## src/rtl/cphz_pkg.sv

```systemverilog
`timescale 1ns/1ps
package cphz_pkg;

  typedef enum logic [3:0] {
    CLS_OTHER    = 4'd0,
    CLS_LOAD     = 4'd1,
    CLS_STORE    = 4'd2,
    CLS_CACHE    = 4'd3,
    CLS_TAGLOAD  = 4'd4,
    CLS_TLBWRITE = 4'd5,
    CLS_TLBREAD  = 4'd6,
    CLS_TLBPROBE = 4'd7,
    CLS_MOVETO   = 4'd8,
    CLS_MOVEFROM = 4'd9,
    CLS_ERET     = 4'd10,
    CLS_COPOP    = 4'd11,
    CLS_IEDEP    = 4'd12
  } instClass_e;

  // producer trackers
  localparam int TRK_TLBW   = 0;
  localparam int TRK_TLBR   = 1;
  localparam int TRK_TLBP   = 2;
  localparam int TRK_TAGLD  = 3;
  localparam int TRK_ELO0   = 4;
  localparam int TRK_EHI    = 5;
  localparam int TRK_EPC    = 6;
  localparam int TRK_STAT   = 7;
  localparam int TRK_STATCU = 8;
  localparam int TRK_STATIE = 9;
  localparam int TRK_MTC    = 10;
  localparam int TRK_STORE  = 11;
  localparam int NUM_TRK    = 12;

  // hazard index h reports code h+1
  localparam int NUM_HAZ       = 14;
  localparam int HZ_MTC_SAME   = 11;
  localparam int HZ_STORE_LINE = 13;
  localparam int CODE_W        = $clog2(NUM_HAZ + 1);

  typedef struct packed {
    logic                 advance;
    logic                 clearAll;
    logic                 storeSep;
    logic [NUM_TRK-1:0]   arm;
    logic [NUM_HAZ-1:0]   useHit;
  } strobes_t;

  function automatic int hazWriter(input int h);
    case (h)
      0, 1, 2: return TRK_TLBW;
      3:       return TRK_STATCU;
      4:       return TRK_TLBR;
      5:       return TRK_ELO0;
      6:       return TRK_TLBP;
      7:       return TRK_EHI;
      8:       return TRK_EPC;
      9:       return TRK_STAT;
      10:      return TRK_STATIE;
      11:      return TRK_MTC;
      12:      return TRK_TAGLD;
      default: return TRK_STORE;
    endcase
  endfunction

  // stage in which the producer's effect becomes visible
  function automatic int hazReadyStage(input int h);
    case (h)
      0, 1, 2, 4: return 8;
      default:    return 7;
    endcase
  endfunction

  // stage in which the consumer needs the effect
  function automatic int hazUseStage(input int h);
    case (h)
      0, 1, 4:         return 4;
      2, 3:            return 2;
      5, 7, 11, 12:    return 5;
      6, 8, 13:        return 4;
      default:         return 3;
    endcase
  endfunction

  function automatic int hazDist(input int h);
    return hazReadyStage(h) - (hazUseStage(h) + 1);
  endfunction

endpackage

```

## src/rtl/cphz_ctrl.sv

```systemverilog
`timescale 1ns/1ps
module cphz_ctrl
  import cphz_pkg::*;
#(
  parameter int REG_W        = 5,
  parameter int REG_INDEX    = 0,
  parameter int REG_ENTRYLO0 = 2,
  parameter int REG_ENTRYHI  = 10,
  parameter int REG_STATUS   = 12,
  parameter int REG_EPC      = 14,
  parameter int REG_TAGLO    = 28
) (
  input  logic             instValid,
  input  logic [3:0]       instClass,
  input  logic [REG_W-1:0] instReg,
  input  logic [1:0]       instField,
  input  logic             instMapFetch,
  input  logic             redirect,
  output strobes_t         strobes
);

  localparam logic [REG_W-1:0] RegIndex = REG_W'(REG_INDEX);
  localparam logic [REG_W-1:0] RegElo0  = REG_W'(REG_ENTRYLO0);
  localparam logic [REG_W-1:0] RegEhi   = REG_W'(REG_ENTRYHI);
  localparam logic [REG_W-1:0] RegStat  = REG_W'(REG_STATUS);
  localparam logic [REG_W-1:0] RegEpc   = REG_W'(REG_EPC);
  localparam logic [REG_W-1:0] RegTagLo = REG_W'(REG_TAGLO);

  instClass_e cls;
  logic go, isMoveTo, isMoveFrom, isCacheLike, isMem;

  assign cls         = instClass_e'(instClass);
  assign go          = instValid && !redirect;
  assign isMoveTo    = go && (cls == CLS_MOVETO);
  assign isMoveFrom  = go && (cls == CLS_MOVEFROM);
  assign isCacheLike = (cls == CLS_CACHE) || (cls == CLS_TAGLOAD);
  assign isMem       = (cls == CLS_LOAD) || (cls == CLS_STORE);

  always_comb begin
    strobes          = '0;
    strobes.clearAll = redirect;
    strobes.advance  = go;
    strobes.storeSep = go && !isCacheLike && (cls != CLS_LOAD);

    strobes.arm[TRK_TLBW]   = go && (cls == CLS_TLBWRITE);
    strobes.arm[TRK_TLBR]   = go && (cls == CLS_TLBREAD);
    strobes.arm[TRK_TLBP]   = go && (cls == CLS_TLBPROBE);
    strobes.arm[TRK_TAGLD]  = go && (cls == CLS_TAGLOAD);
    strobes.arm[TRK_ELO0]   = isMoveTo && (instReg == RegElo0);
    strobes.arm[TRK_EHI]    = isMoveTo && (instReg == RegEhi);
    strobes.arm[TRK_EPC]    = isMoveTo && (instReg == RegEpc);
    strobes.arm[TRK_STAT]   = isMoveTo && (instReg == RegStat);
    strobes.arm[TRK_STATCU] = isMoveTo && (instReg == RegStat) && instField[0];
    strobes.arm[TRK_STATIE] = isMoveTo && (instReg == RegStat) && instField[1];
    strobes.arm[TRK_MTC]    = isMoveTo;
    strobes.arm[TRK_STORE]  = go && (cls == CLS_STORE);

    strobes.useHit[0]  = go && (cls == CLS_TLBPROBE);
    strobes.useHit[1]  = go && isMem;
    strobes.useHit[2]  = go && instMapFetch;
    strobes.useHit[3]  = go && (cls == CLS_COPOP);
    strobes.useHit[4]  = isMoveFrom && (instReg == RegEhi);
    strobes.useHit[5]  = go && (cls == CLS_TLBWRITE);
    strobes.useHit[6]  = isMoveFrom && (instReg == RegIndex);
    strobes.useHit[7]  = go && (cls == CLS_TLBPROBE);
    strobes.useHit[8]  = go && (cls == CLS_ERET);
    strobes.useHit[9]  = go && (cls == CLS_ERET);
    strobes.useHit[10] = go && (cls == CLS_IEDEP);
    strobes.useHit[11] = isMoveFrom;
    strobes.useHit[12] = isMoveFrom && (instReg == RegTagLo);
    strobes.useHit[13] = go && isCacheLike;
  end

endmodule

```

## src/rtl/cphz_datapath.sv

```systemverilog
`timescale 1ns/1ps
module cphz_datapath
  import cphz_pkg::*;
#(
  parameter int REG_W   = 5,
  parameter int LINE_W  = 8,
  parameter int CNT_W   = 3,
  parameter int STALL_W = 3
) (
  input  logic               clk,
  input  logic               rstN,
  input  strobes_t           strobes,
  input  logic [REG_W-1:0]   instReg,
  input  logic [LINE_W-1:0]  instLine,
  output logic               violation,
  output logic [CODE_W-1:0]  hazardCode,
  output logic [STALL_W-1:0] stallSlots
);

  localparam logic [CNT_W-1:0] CntMax   = {CNT_W{1'b1}};
  localparam int               StallMax = (1 << STALL_W) - 1;

  logic [NUM_TRK-1:0][CNT_W-1:0] distV;
  logic [REG_W-1:0]              mtcReg;
  logic [LINE_W-1:0]             storeLine;
  logic [NUM_HAZ-1:0]            hit;
  logic [NUM_HAZ-1:0][CNT_W-1:0] remArr;
  logic [CNT_W-1:0]              bestRem;
  logic [CODE_W-1:0]             bestCode;

  // one saturating distance counter per producer; saturated means far away
  for (genvar t = 0; t < NUM_TRK; t++) begin : g_trk
    logic [CNT_W-1:0] cnt;
    logic             stepT;
    if (t == TRK_STORE) begin : g_sep
      assign stepT = strobes.storeSep;
    end else begin : g_all
      assign stepT = strobes.advance;
    end
    always_ff @(posedge clk or negedge rstN) begin
      if (!rstN)                          cnt <= CntMax;
      else if (strobes.clearAll)          cnt <= CntMax;
      else if (strobes.arm[t])            cnt <= '0;
      else if (stepT && (cnt != CntMax))  cnt <= cnt + 1'b1;
    end
    assign distV[t] = cnt;
  end

  always_ff @(posedge clk or negedge rstN) begin
    if (!rstN) begin
      mtcReg    <= '0;
      storeLine <= '0;
    end else begin
      if (strobes.arm[TRK_MTC])   mtcReg    <= instReg;
      if (strobes.arm[TRK_STORE]) storeLine <= instLine;
    end
  end

  for (genvar h = 0; h < NUM_HAZ; h++) begin : g_haz
    localparam int               WrIdx = hazWriter(h);
    localparam logic [CNT_W-1:0] Need  = CNT_W'(hazDist(h));
    logic qual;
    if (h == HZ_MTC_SAME) begin : g_reg
      assign qual = (mtcReg == instReg);
    end else if (h == HZ_STORE_LINE) begin : g_line
      assign qual = (storeLine == instLine);
    end else begin : g_none
      assign qual = 1'b1;
    end
    assign hit[h]    = strobes.useHit[h] && qual && (distV[WrIdx] < Need);
    assign remArr[h] = hit[h] ? (Need - distV[WrIdx]) : '0;
  end

  // largest remaining distance wins; strict compare keeps the lower code on ties
  always_comb begin
    bestRem  = '0;
    bestCode = '0;
    for (int h = 0; h < NUM_HAZ; h++) begin
      if (hit[h] && (remArr[h] > bestRem)) begin
        bestRem  = remArr[h];
        bestCode = CODE_W'(h + 1);
      end
    end
  end

  assign violation  = |hit;
  assign hazardCode = bestCode;
  assign stallSlots = (32'(bestRem) > StallMax) ? STALL_W'(StallMax)
                                                : STALL_W'(bestRem);

endmodule

```

## src/rtl/cp_hazard_monitor.sv

```systemverilog
`timescale 1ns/1ps
module cp_hazard_monitor
  import cphz_pkg::*;
#(
  parameter int REG_W   = 5,
  parameter int LINE_W  = 8,
  parameter int CNT_W   = 3,
  parameter int STALL_W = 3
) (
  input  logic               clk,
  input  logic               rstN,
  input  logic               instValid,
  input  logic [3:0]         instClass,
  input  logic [REG_W-1:0]   instReg,
  input  logic [1:0]         instField,
  input  logic [LINE_W-1:0]  instLine,
  input  logic               instMapFetch,
  input  logic               redirect,
  output logic               violation,
  output logic [3:0]         hazardCode,
  output logic [STALL_W-1:0] stallSlots
);

  strobes_t strobes;

  cphz_ctrl #(.REG_W(REG_W)) u_ctrl (
    .instValid    (instValid),
    .instClass    (instClass),
    .instReg      (instReg),
    .instField    (instField),
    .instMapFetch (instMapFetch),
    .redirect     (redirect),
    .strobes      (strobes)
  );

  cphz_datapath #(
    .REG_W(REG_W), .LINE_W(LINE_W), .CNT_W(CNT_W), .STALL_W(STALL_W)
  ) u_dp (
    .clk        (clk),
    .rstN       (rstN),
    .strobes    (strobes),
    .instReg    (instReg),
    .instLine   (instLine),
    .violation  (violation),
    .hazardCode (hazardCode),
    .stallSlots (stallSlots)
  );

endmodule

```

## config.mk

```make
export PLATFORM = sky130hd
export DESIGN_NAME = cp_hazard_monitor
export DESIGN_NICKNAME = d
export VERILOG_FILES = /design/src/rtl/cphz_pkg.sv /design/src/rtl/cphz_ctrl.sv /design/src/rtl/cphz_datapath.sv /design/src/rtl/cp_hazard_monitor.sv
export SDC_FILE = /design/constraint.sdc
export NUM_CORES = 1
export LEC_CHECK = 0
export ABC_AREA = 1
export CAP_MARGIN = 20
export CORE_ASPECT_RATIO = 0.75
export CORE_MARGIN = 1
export CORE_UTILIZATION = 35
export DETAILED_ROUTE_END_ITERATION = 10
export DONT_BUFFER_PORTS = 1
export PLACE_DENSITY = 0.47
export REMOVE_ABC_BUFFERS = 1
export SLEW_MARGIN = 20
export SYNTH_ARGS = -nofsm -noshare
export SYNTH_HDL_FRONTEND = slang
export SYNTH_HIERARCHICAL = 1
export SYNTH_SLANG_ARGS = --single-unit
```

## constraint.sdc

```tcl
create_clock -name clk -period 19.3 [get_ports clk]
set_clock_uncertainty 0.15 [all_clocks]
set_input_delay 1.93 -clock clk [delete_from_list [all_inputs] [get_ports clk]]
set_output_delay 1.93 -clock clk [all_outputs]
set_load 0.02 [all_outputs]
```

==> results summary <==
On the worst path, the slowest cell contributes a delay of 310 ps. For this run, the register share of the synthesized area comes to 0.241. The tightest slew margin relative to the limit is 0.586. Counting every instance in the synthesized netlist gives 791. For this block, the initial DRC count from the detailed router was 331. The distinct cell type count after synthesis came out at 41. The standby leakage power came out at 3.05 nW.

In this run the number of H-tree levels came out at 2. The share of flip-flops with an asynchronous set or reset is 1.00. The final count of negative-setup-slack endpoints is 0. The total count of max-transition violations in the final report came out at 0. The worst vdd rail ir drop came out at 0.0000358 V. Data arrives at the worst endpoint at 15640 ps.

The flow ran to the end, and the final reports show no timing, DRC or antenna violations. The number of global-route vias before repair came to 4623. The root buffer cell is clkbuf_16.

The sum of routed wire length over all layers came out at 14.3 mm. The global-route congestion overflow total came out at 0. The count of port buffers added during placement is 0. The post-DP HPWL is 11.4 mm. The clock latency at the later pin of the worst-skew pair is 300 ps. The share of Yosys cell area claimed by the top area cell type is 0.179. The number of synthesized register bits came out at 49. The core utilization of the finished layout is 0.393. The number of antenna violations at the first check in global routing is 1. The global-route wire length before repair came out at 23.1 mm.

The Yosys warning count is 6. The shortest clock period the worst path allows after layout came out at 17720 ps. Final hold analysis gives a worst-case slack of 353 ps. The floorplan step defined a die boundary enclosing 15600 um^2.

Buffers inserted to repair hold after CTS numbered 0. Clock tree synthesis found a total of 49 sinks. The starting utilization of the core area came out at 0.362.

Of all cell types, the one taking the most synthesized area is dfstp_2. The worst setup path is launched from an input port. After synthesis, the most frequently instantiated cells are nand2_1, inv_1, o21ai_0. The ratio of cells with drive above 1 in the final layout is 0.164. The all-layer global routing usage is 0.193. By instance count, the cell type seen most on the critical path is nand2_1. The number of antenna diodes in the final layout is 0. The final route contains 4845 vias. In this run the cell area of the synthesized design comes to 5290 um^2. Dividing the detail-routed via count by the number of cells gives 4.89. The power density relative to cell area came out at 75.2 nW/um^2. The tool flagged a number of max-cap violations equal to 0.

The number of buffers added by the clock tree synthesis step is 5. By area the synthesized netlist is led by dfstp_2, ha_1, nand2_1. Among all flip-flop cells after synthesis, the most frequent one is dfstp_2.

The number of flops mapped to enable cells by yosys is 0. The I/O pin count is 32. The filler-free cell count of the finished design is 991.

The placed instance count came out at 977. The floorplan step defined a core boundary enclosing 14600 um^2. By startpoint and endpoint, the worst setup path is classified as in -> out. The final count of hold timing violations is 0.

The number of rows in the core area is 38. In this run the horizontal extent of the chip is 144 um. A synthesized cell averages 6.68 um^2. The worst setup path is captured at a primary output. The wire length per cell is 14.4 um. TritonCTS built the clock tree. The length of the first detailed-routing pass in iterations is 5. The detailed-route DRC error count is 0.

The clock tree buffer depth came out at 2. The maximum fanout along the worst path came out at 5. Clock-pin slew was measured on the worst setup and hold paths at 70 ps. Routability-driven placement finished with a final weighted congestion of 0.840.

The net count reported at finish came out at 876. The final cycle utilization of the critical path is 0.918. The height of the die is 108 um. The residual antenna-violating net count after detailed routing is 0.

The maximum number of pins on one net before global-route repair is 50. The dominant cell by count in the synthesized netlist is nand2_1. For this design, the slowest cell found on the critical path is ha_1. The tightest min-delay check is of the reg -> reg type. For the pin with the worst max-slew slack, the measured transition is 615 ps. The fmax came out at 0.0564 GHz. The data required time of the worst path came out at 17220 ps. The synthesis-to-layout area growth came out at 8.52%.
critical path, delay by kind of cell:
kind                       cells  cell delay (ps)
AOI/OAI and AO/OA             16             2180
adders and majority gates     13             3680
and+or+nand+nor               68             6400
buffers and inverters         19             1400
timing repair:
| item | 4_1_cts | 5_1_grt |
|---|---|---|
| endpoints found under the setup margin | 0 | 7 |
| buffers inserted | 0 | 6 |
| gates resized for setup | 0 | 20 |
where the power goes:
part | internal (W) | switching (W) | leakage, nW
clock | 0.0000612 | 0.0000444 | 0.0808
combinational | 0.0000608 | 0.000102 | 2.44
sequential | 0.000141 | 0.0000217 | 0.530
metrics by stage:
step / area [um^2] / setup WS (ps) / TNS [ps] / total power [W]
final: 5740 / 1580 / 0 / 0.000431
after global routing: 5740 / -28.1 / -50.2 / 0.000470
after CTS: 5620 / 673 / 0 / 0.000432
after detailed placement: 5460 / 737 / 0 / 0.000323
after global placement: 5460 / 1020 / 0 / 0.000318
after floorplan: 5190 / 2530 / 0 / 0.000283
flip-flops by register name, indices dropped and copies added (netlist names):
register	cells
u_dp/g_trk.cnt	36
u_dp/storeLine	8
u_dp/mtcReg	5
path summary, 6_finish.rpt:
| check | end | cells past startpoint | from | slack, ps |
|---|---|---|---|---|
| max | hazardCode[0] | 116 | instClass[3] | 1580 |
| min | u_dp/g_trk[6].cnt[2] | 2 | u_dp/g_trk[6].cnt[2] | 350 |
| max reg2reg | u_dp/g_trk[11].cnt[1] | 7 | u_dp/g_trk[11].cnt[0] | 17160 |
| min reg2reg | u_dp/g_trk[6].cnt[2] | 2 | u_dp/g_trk[6].cnt[2] | 350 |
| max in group asynchronous | u_dp/g_trk[11].cnt[2] | 0 | rstN | 17630 |
| min in group asynchronous | u_dp/mtcReg[3] | 0 | rstN | 1160 |
per-layer routing:
layer | wire length (um) | share of wire | vias up | track usage
li1 | - | - | 2540 | -
met1 | 7840 | 0.55 | 2226 | 0.278
met2 | 5740 | 0.40 | 67 | 0.294
met3 | 471 | 0.033 | 12 | 0.0337
met4 | 199 | 0.014 | 0 | 0.0494
met5 | 0 | 0 | - | 0
cell families after synthesis:
logic type,Yosys count,synth area share
compound gates,129,0.133
xor+xnor,2,0.00331
fa+ha+maj,62,0.147
buf+inv,168,0.125
flops,49,0.241
mux,8,0.0170
other cells,2,0.00142
simple gates,371,0.333
placed cells by master, fill, tap and decap left out, types with 2 or more instances in the layout:
master and n:
ha_1 62, nand2_4 2, inv_1 145, nor2_4 5, xor2_1 2, mux2_2 8, a211oi_2 2, a21oi_1 16
conb_1 2, nand3_1 39, dfstp_2 36, o21ai_0 93, dfrtp_1 13, nor3b_1 2, nor2_1 83, nor3_2 3
or2_2 8, o21ai_2 8, nor4_1 8, clkbuf_16 5, nand4_1 8, nand2_2 11, nand2_1 153, nor2_2 3
nand3_2 16, o21ai_1 2, or2_1 3, nor3_1 14, inv_2 7, buf_4 8, and2_1 8
area by class of cell:
type	count	area (um^2)
clock buffer	6	129
tap	200	250
multi-input combinational	574	3420
timing repair buffer	8	60.1
clock inverter	2	35.0
fill	1571	8860
sequential	49	1270
inverter	152	571
Power figures use the tool's default switching activity.
